`config.mk`:
```
export PLATFORM = sky130hd
export DESIGN_NAME = clkcfg_smbus_slave
export DESIGN_NICKNAME = d
export VERILOG_FILES = /design/src/rtl/cfg_pkg.sv /design/src/rtl/smb_deglitch.sv /design/src/rtl/smb_block_engine.sv /design/src/rtl/cfg_regbank.sv /design/src/rtl/clkcfg_smbus_slave.sv
export SDC_FILE = /design/constraint.sdc
export NUM_CORES = 1
export LEC_CHECK = 0
export ABC_AREA = 1
export BUFFER_PORTS_ARGS = -buffer_cell sky130_fd_sc_hd__clkbuf_2
export CORE_MARGIN = 2
export CORE_UTILIZATION = 50
export CTS_CLUSTER_SIZE = 12
export DETAILED_ROUTE_END_ITERATION = 10
export GPL_TIMING_DRIVEN = 1
export PLACE_DENSITY = 0.64
export SKIP_CTS_REPAIR_TIMING = 1
export SLEW_MARGIN = 10
export SYNTH_ARGS = -nofsm -noshare
export SYNTH_HDL_FRONTEND = slang
export SYNTH_SLANG_ARGS = --single-unit
```
`constraint.sdc`:
```
create_clock -name clk -period 3.73 [get_ports clk]
set_input_delay 0.746 -clock clk [delete_from_list [all_inputs] [get_ports clk]]
set_output_delay 0.746 -clock clk [all_outputs]
set_load 0.01 [all_outputs]
```
`src/rtl/cfg_pkg.sv`:
```
package cfg_pkg;

  typedef enum logic [2:0] {
    ST_IDLE,
    ST_ADDR,
    ST_OFFS,
    ST_WCNT,
    ST_WDAT,
    ST_RTX,
    ST_IGNORE
  } smb_state_e;

  // value each register takes on reset
  function automatic logic [7:0] reg_reset(input int idx);
    case (idx)
      0:       reg_reset = 8'h35;
      1:       reg_reset = 8'hF0;
      2:       reg_reset = 8'h80;
      3:       reg_reset = 8'h06;
      5:       reg_reset = 8'h03;
      default: reg_reset = 8'h00;
    endcase
  endfunction

  // 1 = bit accepts host writes
  function automatic logic [7:0] reg_wmask(input int idx);
    case (idx)
      0:       reg_wmask = 8'hFF;
      1:       reg_wmask = 8'hFF;
      2:       reg_wmask = 8'hE0;
      3:       reg_wmask = 8'hFE;
      default: reg_wmask = 8'h00;
    endcase
  endfunction

endpackage

```
`src/rtl/smb_deglitch.sv`:
```
module smb_deglitch #(
  parameter int SYNC_STAGES = 2,
  parameter int FILT_LEN    = 4
) (
  input  logic clk,
  input  logic rst_n,
  input  logic din,
  output logic dout
);
  localparam int CW = $clog2(FILT_LEN + 1);

  logic [SYNC_STAGES-1:0] sync_q;
  logic [CW-1:0]          run_q;
  logic                   synced;

  assign synced = sync_q[SYNC_STAGES-1];

  always_ff @(posedge clk or negedge rst_n) begin
    if (!rst_n) begin
      sync_q <= '1;
      run_q  <= '0;
      dout   <= 1'b1;
    end else begin
      sync_q <= {sync_q[SYNC_STAGES-2:0], din};
      if (synced != dout) begin
        if (run_q == CW'(FILT_LEN - 1)) begin
          dout  <= synced;
          run_q <= '0;
        end else begin
          run_q <= run_q + CW'(1);
        end
      end else begin
        run_q <= '0;
      end
    end
  end

endmodule

```
`src/rtl/smb_block_engine.sv`:
```
module smb_block_engine
  import cfg_pkg::*;
#(
  parameter logic [6:0] DEV_ADDR = 7'h69,
  parameter int         NREG     = 7,
  localparam int        PW       = $clog2(NREG + 1)
) (
  input  logic          clk,
  input  logic          rst_n,
  input  logic          scl_f,
  input  logic          sda_f,
  output logic          sda_pull,
  output logic          wr_en,
  output logic [PW-1:0] wr_idx,
  output logic [7:0]    wr_data,
  output logic [PW-1:0] rd_idx,
  input  logic [7:0]    rd_data
);
  smb_state_e st, pend_st, dec_st;
  logic        scl_q, sda_q;
  logic        rise, fall, start_ev, stop_ev;
  logic [3:0]  cnt;
  logic [7:0]  rx_sh, tx_sh, wr_left;
  logic        tx_on, ack_drv, m_ack, ptr_ok;
  logic [PW-1:0] ptr;
  logic        ptr_in, dec_ack, dec_wr;
  logic [7:0]  rem_cnt;

  assign rise     = scl_f & ~scl_q;
  assign fall     = ~scl_f & scl_q;
  assign start_ev = scl_f & scl_q & sda_q & ~sda_f;
  assign stop_ev  = scl_f & scl_q & ~sda_q & sda_f;
  assign ptr_in   = (ptr < PW'(NREG));
  assign rem_cnt  = 8'(NREG) - 8'(ptr);
  assign rd_idx   = ptr;
  assign sda_pull = ack_drv | (tx_on & ~tx_sh[7]);

  // decision taken when eight bits of a received byte are in
  always_comb begin
    dec_ack = 1'b0;
    dec_wr  = 1'b0;
    dec_st  = ST_IGNORE;
    case (st)
      ST_ADDR: if (rx_sh[7:1] == DEV_ADDR) begin
        if (!rx_sh[0]) begin
          dec_ack = 1'b1;
          dec_st  = ST_OFFS;
        end else if (ptr_ok) begin
          dec_ack = 1'b1;
          dec_st  = ST_RTX;
        end
      end
      ST_OFFS: if (rx_sh < 8'(NREG)) begin
        dec_ack = 1'b1;
        dec_st  = ST_WCNT;
      end
      ST_WCNT: if (rx_sh != 8'd0) begin
        dec_ack = 1'b1;
        dec_st  = ST_WDAT;
      end
      ST_WDAT: if (wr_left != 8'd0 && ptr_in) begin
        dec_ack = 1'b1;
        dec_wr  = 1'b1;
        dec_st  = ST_WDAT;
      end
      default: ;
    endcase
  end

  always_ff @(posedge clk or negedge rst_n) begin
    if (!rst_n) begin
      st      <= ST_IDLE;
      pend_st <= ST_IDLE;
      scl_q   <= 1'b1;
      sda_q   <= 1'b1;
      cnt     <= 4'd0;
      rx_sh   <= 8'd0;
      tx_sh   <= 8'hFF;
      tx_on   <= 1'b0;
      ack_drv <= 1'b0;
      m_ack   <= 1'b0;
      ptr     <= '0;
      ptr_ok  <= 1'b0;
      wr_left <= 8'd0;
      wr_en   <= 1'b0;
      wr_idx  <= '0;
      wr_data <= 8'd0;
    end else begin
      scl_q <= scl_f;
      sda_q <= sda_f;
      wr_en <= 1'b0;
      if (stop_ev) begin
        st      <= ST_IDLE;
        cnt     <= 4'd0;
        ack_drv <= 1'b0;
        tx_on   <= 1'b0;
        ptr_ok  <= 1'b0;
      end else if (start_ev) begin
        st      <= ST_ADDR;
        cnt     <= 4'd0;
        ack_drv <= 1'b0;
        tx_on   <= 1'b0;
      end else if (st != ST_IDLE) begin
        if (rise) begin
          if (cnt < 4'd8) rx_sh <= {rx_sh[6:0], sda_f};
          if (cnt == 4'd8) m_ack <= ~sda_f;
          if (cnt < 4'd9) cnt <= cnt + 4'd1;
        end
        if (fall) begin
          if (cnt != 4'd0 && cnt < 4'd8) begin
            if (tx_on) tx_sh <= {tx_sh[6:0], 1'b1};
          end else if (cnt == 4'd8) begin
            if (st == ST_RTX) begin
              tx_on <= 1'b0;
            end else begin
              ack_drv <= dec_ack;
              pend_st <= dec_st;
              if (dec_wr) begin
                wr_en   <= 1'b1;
                wr_idx  <= ptr;
                wr_data <= rx_sh;
                ptr     <= ptr + PW'(1);
                wr_left <= wr_left - 8'd1;
              end
              if (st == ST_OFFS && dec_ack) begin
                ptr    <= rx_sh[PW-1:0];
                ptr_ok <= 1'b1;
              end
              if (st == ST_WCNT && dec_ack) wr_left <= rx_sh;
            end
          end else if (cnt == 4'd9) begin
            cnt     <= 4'd0;
            ack_drv <= 1'b0;
            if (st == ST_RTX) begin
              if (m_ack) begin
                tx_sh <= ptr_in ? rd_data : 8'hFF;
                tx_on <= 1'b1;
                if (ptr_in) ptr <= ptr + PW'(1);
              end else begin
                st <= ST_IGNORE;
              end
            end else begin
              st <= pend_st;
              if (pend_st == ST_RTX) begin
                tx_sh <= rem_cnt;
                tx_on <= 1'b1;
              end
            end
          end
        end
      end
    end
  end

  assert_sda_quiet_scl_high_R12: assert property (@(posedge clk) disable iff (!rst_n)
    (scl_f && $past(scl_f)) |-> $stable(sda_pull));

  assert_no_drive_unselected_R1: assert property (@(posedge clk) disable iff (!rst_n)
    (st == ST_IDLE || st == ST_IGNORE) |-> !sda_pull);

  assert_write_is_acked_R2: assert property (@(posedge clk) disable iff (!rst_n)
    wr_en |-> ack_drv);

endmodule

```
`src/rtl/cfg_regbank.sv`:
```
module cfg_regbank
  import cfg_pkg::*;
#(
  parameter int  NREG = 7,
  localparam int PW   = $clog2(NREG + 1)
) (
  input  logic          clk,
  input  logic          rst_n,
  input  logic          wr_en,
  input  logic [PW-1:0] wr_idx,
  input  logic [7:0]    wr_data,
  input  logic [PW-1:0] rd_idx,
  output logic [7:0]    rd_data,
  output logic          spread_en,
  output logic [3:0]    fs50_sel,
  output logic [2:0]    fsx_sel,
  output logic [4:0]    oe_diff,
  output logic          oe_50m_a,
  output logic          oe_50m_b,
  output logic          oe_32m,
  output logic          oe_xsel
);
  logic [7:0] regs [NREG];
  logic       sw_ctl, sw_en, glob_en;

  always_ff @(posedge clk or negedge rst_n) begin
    if (!rst_n) begin
      for (int i = 0; i < NREG; i++) regs[i] <= reg_reset(i);
    end else if (wr_en) begin
      for (int i = 0; i < NREG; i++)
        if (wr_idx == PW'(i))
          regs[i] <= (wr_data & reg_wmask(i)) | (regs[i] & ~reg_wmask(i));
    end
  end

  assign rd_data = (rd_idx < PW'(NREG)) ? regs[rd_idx] : 8'hFF;

  assign sw_ctl  = regs[0][6];
  assign sw_en   = regs[0][5];
  assign glob_en = sw_ctl ? sw_en : rst_n;

  assign spread_en = regs[0][7];
  assign fs50_sel  = regs[0][4:1];
  assign fsx_sel   = regs[2][7:5];
  assign oe_50m_b  = regs[0][0] & glob_en;
  assign oe_32m    = regs[1][7] & glob_en;
  assign oe_50m_a  = regs[1][6] & glob_en;
  assign oe_xsel   = regs[1][5] & glob_en;
  assign oe_diff   = {regs[3][7], regs[3][5], regs[3][4], regs[3][2], regs[3][1]} & {5{glob_en}};

  for (genvar g = 0; g < NREG; g++) begin : g_ro_chk
    assert_ro_bits_hold_R7: assert property (@(posedge clk) disable iff (!rst_n)
      $stable(regs[g] & ~reg_wmask(g)));
  end

  assert_sw_disable_R9: assert property (@(posedge clk) disable iff (!rst_n)
    (regs[0][6] && !regs[0][5]) |-> (oe_diff == 5'd0 && !oe_50m_a && !oe_50m_b && !oe_32m && !oe_xsel));

endmodule

```
`src/rtl/clkcfg_smbus_slave.sv`:
```
module clkcfg_smbus_slave
  import cfg_pkg::*;
#(
  parameter logic [6:0] DEV_ADDR    = 7'h69,
  parameter int         NREG        = 7,
  parameter int         SYNC_STAGES = 2,
  parameter int         FILT_LEN    = 4
) (
  input  logic       clk,
  input  logic       pwrdn_rst_n,
  input  logic       scl_in,
  input  logic       sda_in,
  output logic       sda_pull,
  output logic       spread_en,
  output logic [3:0] fs50_sel,
  output logic [2:0] fsx_sel,
  output logic [4:0] oe_diff,
  output logic       oe_50m_a,
  output logic       oe_50m_b,
  output logic       oe_32m,
  output logic       oe_xsel
);
  localparam int PW = $clog2(NREG + 1);

  logic [1:0]    raw_lines, filt_lines;
  logic          wr_en;
  logic [PW-1:0] wr_idx, rd_idx;
  logic [7:0]    wr_data, rd_data;

  assign raw_lines = {sda_in, scl_in};

  for (genvar k = 0; k < 2; k++) begin : g_line
    smb_deglitch #(
      .SYNC_STAGES(SYNC_STAGES),
      .FILT_LEN   (FILT_LEN)
    ) u_dg (
      .clk  (clk),
      .rst_n(pwrdn_rst_n),
      .din  (raw_lines[k]),
      .dout (filt_lines[k])
    );
  end

  smb_block_engine #(
    .DEV_ADDR(DEV_ADDR),
    .NREG    (NREG)
  ) u_engine (
    .clk     (clk),
    .rst_n   (pwrdn_rst_n),
    .scl_f   (filt_lines[0]),
    .sda_f   (filt_lines[1]),
    .sda_pull(sda_pull),
    .wr_en   (wr_en),
    .wr_idx  (wr_idx),
    .wr_data (wr_data),
    .rd_idx  (rd_idx),
    .rd_data (rd_data)
  );

  cfg_regbank #(
    .NREG(NREG)
  ) u_regs (
    .clk      (clk),
    .rst_n    (pwrdn_rst_n),
    .wr_en    (wr_en),
    .wr_idx   (wr_idx),
    .wr_data  (wr_data),
    .rd_idx   (rd_idx),
    .rd_data  (rd_data),
    .spread_en(spread_en),
    .fs50_sel (fs50_sel),
    .fsx_sel  (fsx_sel),
    .oe_diff  (oe_diff),
    .oe_50m_a (oe_50m_a),
    .oe_50m_b (oe_50m_b),
    .oe_32m   (oe_32m),
    .oe_xsel  (oe_xsel)
  );

endmodule

```
==> Flow_metrics.wiki <==
{| class="wikitable"
! Metric !! Value
|-
| Outcome || finished, final reports clean
|-
| Share of the yosys chip area belonging to registers || 0.475
|-
| Commonest cells after routing, fill and taps aside || nand2_1, o21ai_0, inv_1
|-
| Placement row count || 36
|-
| CTS clock-pin slew for the worst setup and hold paths || 0.10 ns
|-
| HP Class || reg -> reg
|-
| Fraction of the cycle the final worst path needs || 0.644
|-
| Mapped Cells || 639
|-
| Maximum fanout along the worst path || 9
|-
| Final setup violation count || 0
|-
| Worst clock skew || 0.0155 ns
|-
| Worst voltage drop across the vdd grid || 0.000328 V
|-
| Worst reg2reg path startpoint || u_engine.rd_idx[0]$_DFFE_PN0P_
|-
| Fin. max-slew vios || 0
|-
| Endpoint required time on the critical path || 2.98 ns
|-
| Share of power burned in combinational logic || 0.314
|-
| Yosys synthesis warning count || 0
|-
| TritonCTS Sinks || 93
|-
| Arrival time reported for the critical path endpoint || 1.66 ns
|-
| Proportion of netlist area held by the largest area contributor || 0.332
|-
| Via count of the first global-routing pass || 4008
|-
| Routability cong. || 0.899
|-
| Critical Path Source Type || register
|-
| Critical Path Max Stage Delay || 0.64 ns
|-
| Total count of hold-check failures in the final report || 0
|-
| Post-Syn Nets || 652
|-
| Dominant combinational cell family by area after synthesis || simple AND/OR/NAND/NOR gates
|-
| Maximum number of pins on one net before global-route repair || 57
|-
| Switching power of the nets || 1200 µW
|-
| Die area || 10800 µm²
|-
| Slew at the pin closest to its max-slew limit || 0.719 ns
|-
| TritonCTS clock tree || yes
|-
| Launching element of the worst setup path || u_regs.regs[54]$_DFFE_PN0P_
|-
| Share of cell area taken by muxes after synthesis || 0.00201
|-
| Placed Instances || 776
|-
| Wire length per cell || 13.2 µm
|-
| Final layout net count || 667
|-
| DRC violation total after the first TritonRoute iteration || 213
|-
| Overflow after GRT || 0
|-
| Sequential fraction of design power || 0.463
|-
| Rel. slew slack || 0.507
|-
| I/O pins || 22
|-
| Final instance area || 5320 µm²
|-
| Ys async rst share || 1.00
|-
| Standard cell area after detailed placement || 5130 µm²
|-
| Max cap viols || 0
|-
| Global-route wire length before repair || 18800 µm
|-
| Unrepaired setup endpoints after global routing || false
|-
| Proportion of power drawn by the clock network || 0.223
|-
| Chip Width || 104 µm
|-
| Root Driver || clkbuf_8
|-
| Fraction of met2 tracks used by global routing || 0.333
|-
| Clock Latency Late Sink || 0.37 ns
|-
| Sum of negative setup slack || 0 ns
|-
| Maximum level of the CTS H-tree || 3
|-
| Port Buf Inserts || 21
|-
| Die extent in y || 104 µm
|-
| Maximum clock insertion buffer count || 2
|-
| Number of different library cells in the post-synthesis netlist || 43
|-
| Crit end category || output pin
|-
| Number of flip-flops and latches in the synthesized netlist || 93
|-
| Achievable clock frequency || 416 MHz
|-
| Antenna violations before repair || 0
|-
| Cell internal pwr || 1710 µW
|-
| Cts bufs inserted || 9
|-
| Remaining routing DRC violations || 0
|-
| Number of standard cells in the final layout excluding fillers || 792
|-
| Share of the synthesized netlist area taken by xor and xnor gates || 0.00881
|-
| Via density per instance || 5.20
|-
| Most used DFF post-synth || dfrtp_1
|-
| Synth Cell Area || 4970 µm²
|-
| Share of final-layout standard cells stronger than drive strength 1 || 0.138
|-
| Post-detailed-routing wire length || 10500 µm
|-
| Number of synthesized flops with an enable pin || 0
|-
| Cell with the largest stage delay on the worst path || mux2i_1
|-
| Combined global-route utilization of all metal layers || 0.215
|-
| Filler cell count || 949
|-
| Core area || 9730 µm²
|-
| Complex-gate fraction of the synthesized area || 0.116
|-
| Antenna diode count || 0
|-
| Switch share || 0.412
|-
| Adder-cell share of the synthesized area || 0.0227
|-
| Syn avg cell area || 7.78 µm²
|-
| Routing layer with the top usage in global route || met2
|-
| Most common cell after layout, fill and taps aside || nand2_1
|-
| Post-detail-place hpwl || 7620 µm
|-
| Overall power consumption || 2910 µW
|-
| Ranking of synthesized cells by area || dfrtp_1, dfstp_2, nand2_1, o21ai_0, inv_1
|-
| Clock period minus final worst setup slack || 2.40 ns
|-
| Simple logic cell fraction of the synthesized area || 0.287
|-
| GRT met1 Usage || 0.302
|-
| Worst Hold Launch || g_line[1].u_dg.sync_q[0]$_DFF_PN1_
|-
| Antenna-violating nets left || 0
|-
| Total power per unit cell area || 547 nW/µm²
|-
| Worst Setup Path Type || reg -> out
|-
| Leakage power || 0.00249 µW
|-
| Starting density of the core || 0.511
|-
| Top cell type by total area after synthesis || dfrtp_1
|-
| Number of vias after detailed routing || 4119
|-
| Area added between synthesis and finish || 7.13%
|-
| Cell breakdown of the critical path || mux2i_1 -> nor2_1 -> clkbuf_2
|-
| Router iterations before antenna repair || 5
|-
| Combined buffer and inverter count along the critical path || 1
|-
| GR Layer Usage met3 || 0.0308
|-
| Critical path's top delay family || multiplexers
|}
final cells by class:
cell class | count | area (µm²) | share of cell area
clock buffers | 9 | 124 | 0.0233
clock inverters | 7 | 65.1 | 0.0122
flip-flops and latches | 93 | 2360 | 0.444
repair buffers | 23 | 123 | 0.0230
well taps | 133 | 166 | 0.0313
multi-input cells | 445 | 2170 | 0.408
inverters | 82 | 313 | 0.0588
state kept, by name, summed over array words and instances, names as in the netlist, 4 cells and up:
name,cells
u_regs.regs,18
u_engine.rx_sh,8
u_engine.tx_sh,8
u_engine.wr_data,8
u_engine.wr_left,8
g_line.u_dg.run_q,6
g_line.u_dg.sync_q,4
u_engine.cnt,4
u_regs.fs50_sel,4
cells by family (layout without fill, tap and decap cells):
| group | after synthesis | in the layout |
|---|---|---|
| xor gates and xnor gates | 5 | 5 |
| muxes | 1 | 1 |
| AOI/OAI and AO/OA | 109 | 109 |
| and+or+nand+nor | 321 | 321 |
| DFF | 93 | 93 |
| buffers and inverters | 101 | 121 |
| adders and majority gates | 9 | 9 |
per-stage QoR:
stage / hold WS (ns) / utilization / setup WS, ns
3_3_place_gp: 0.346 / 0.528 / 1.37
5_1_grt: 0.370 / 0.547 / 1.12
3_5_place_dp: 0.348 / 0.528 / 1.31
4_1_cts: 0.362 / 0.547 / 1.27
2_1_floorplan: 0.345 / - / 1.71
6_report: 0.360 / 0.547 / 1.33
metal layers:
metal | share of wire | vias up | wire, µm
met1 | 0.49 | 1934 | 5130
met3 | 0.026 | 16 | 273
li1 | - | 2095 | -
met4 | 0.021 | 0 | 216
met5 | 0 | - | 0
met2 | 0.46 | 74 | 4830
Yosys cell counts (3+ instances only):
master / n
o21ai_1: 7
dfrtp_1: 66
ha_1: 9
nand2_1: 186
buf_2: 3
o21ai_0: 79
o22ai_1: 3
inv_2: 4
nor3_1: 7
nand4_1: 14
clkbuf_1: 5
nor2_1: 50
nand3_1: 42
buf_4: 9
nor3b_1: 3
inv_1: 74
nand2_2: 4
dfstp_2: 27
a21oi_1: 10
xnor2_1: 3
worst paths after layout:
path / to / slack [ns] / cells past startpoint
min in group asynchronous: u_regs.regs[28]$_DFFE_PN0P_ / 0.42 / 2
max reg2reg: u_engine.wr_data[3]$_DFFE_PN0P_ / 1.46 / 6
max in group asynchronous: u_engine.m_ack$_DFFE_PN0P_ / 2.24 / 3
max: oe_50m_b / 1.33 / 3
min: g_line[1].u_dg.sync_q[1]$_DFF_PN1_ / 0.36 / 0
min reg2reg: g_line[1].u_dg.sync_q[1]$_DFF_PN1_ / 0.36 / 0
power by group through the flow:
stage / combinational (µW) / clock, µW / sequential, µW
2_1_floorplan: 752 / 0 / 1290
3_3_place_gp: 888 / 0 / 1360
3_5_place_dp: 908 / 0 / 1360
4_1_cts: 911 / 673 / 1350
5_1_grt: 1060 / 719 / 1370
6_report: 914 / 650 / 1350
Note: power is estimated with default switching activity, not from simulation.
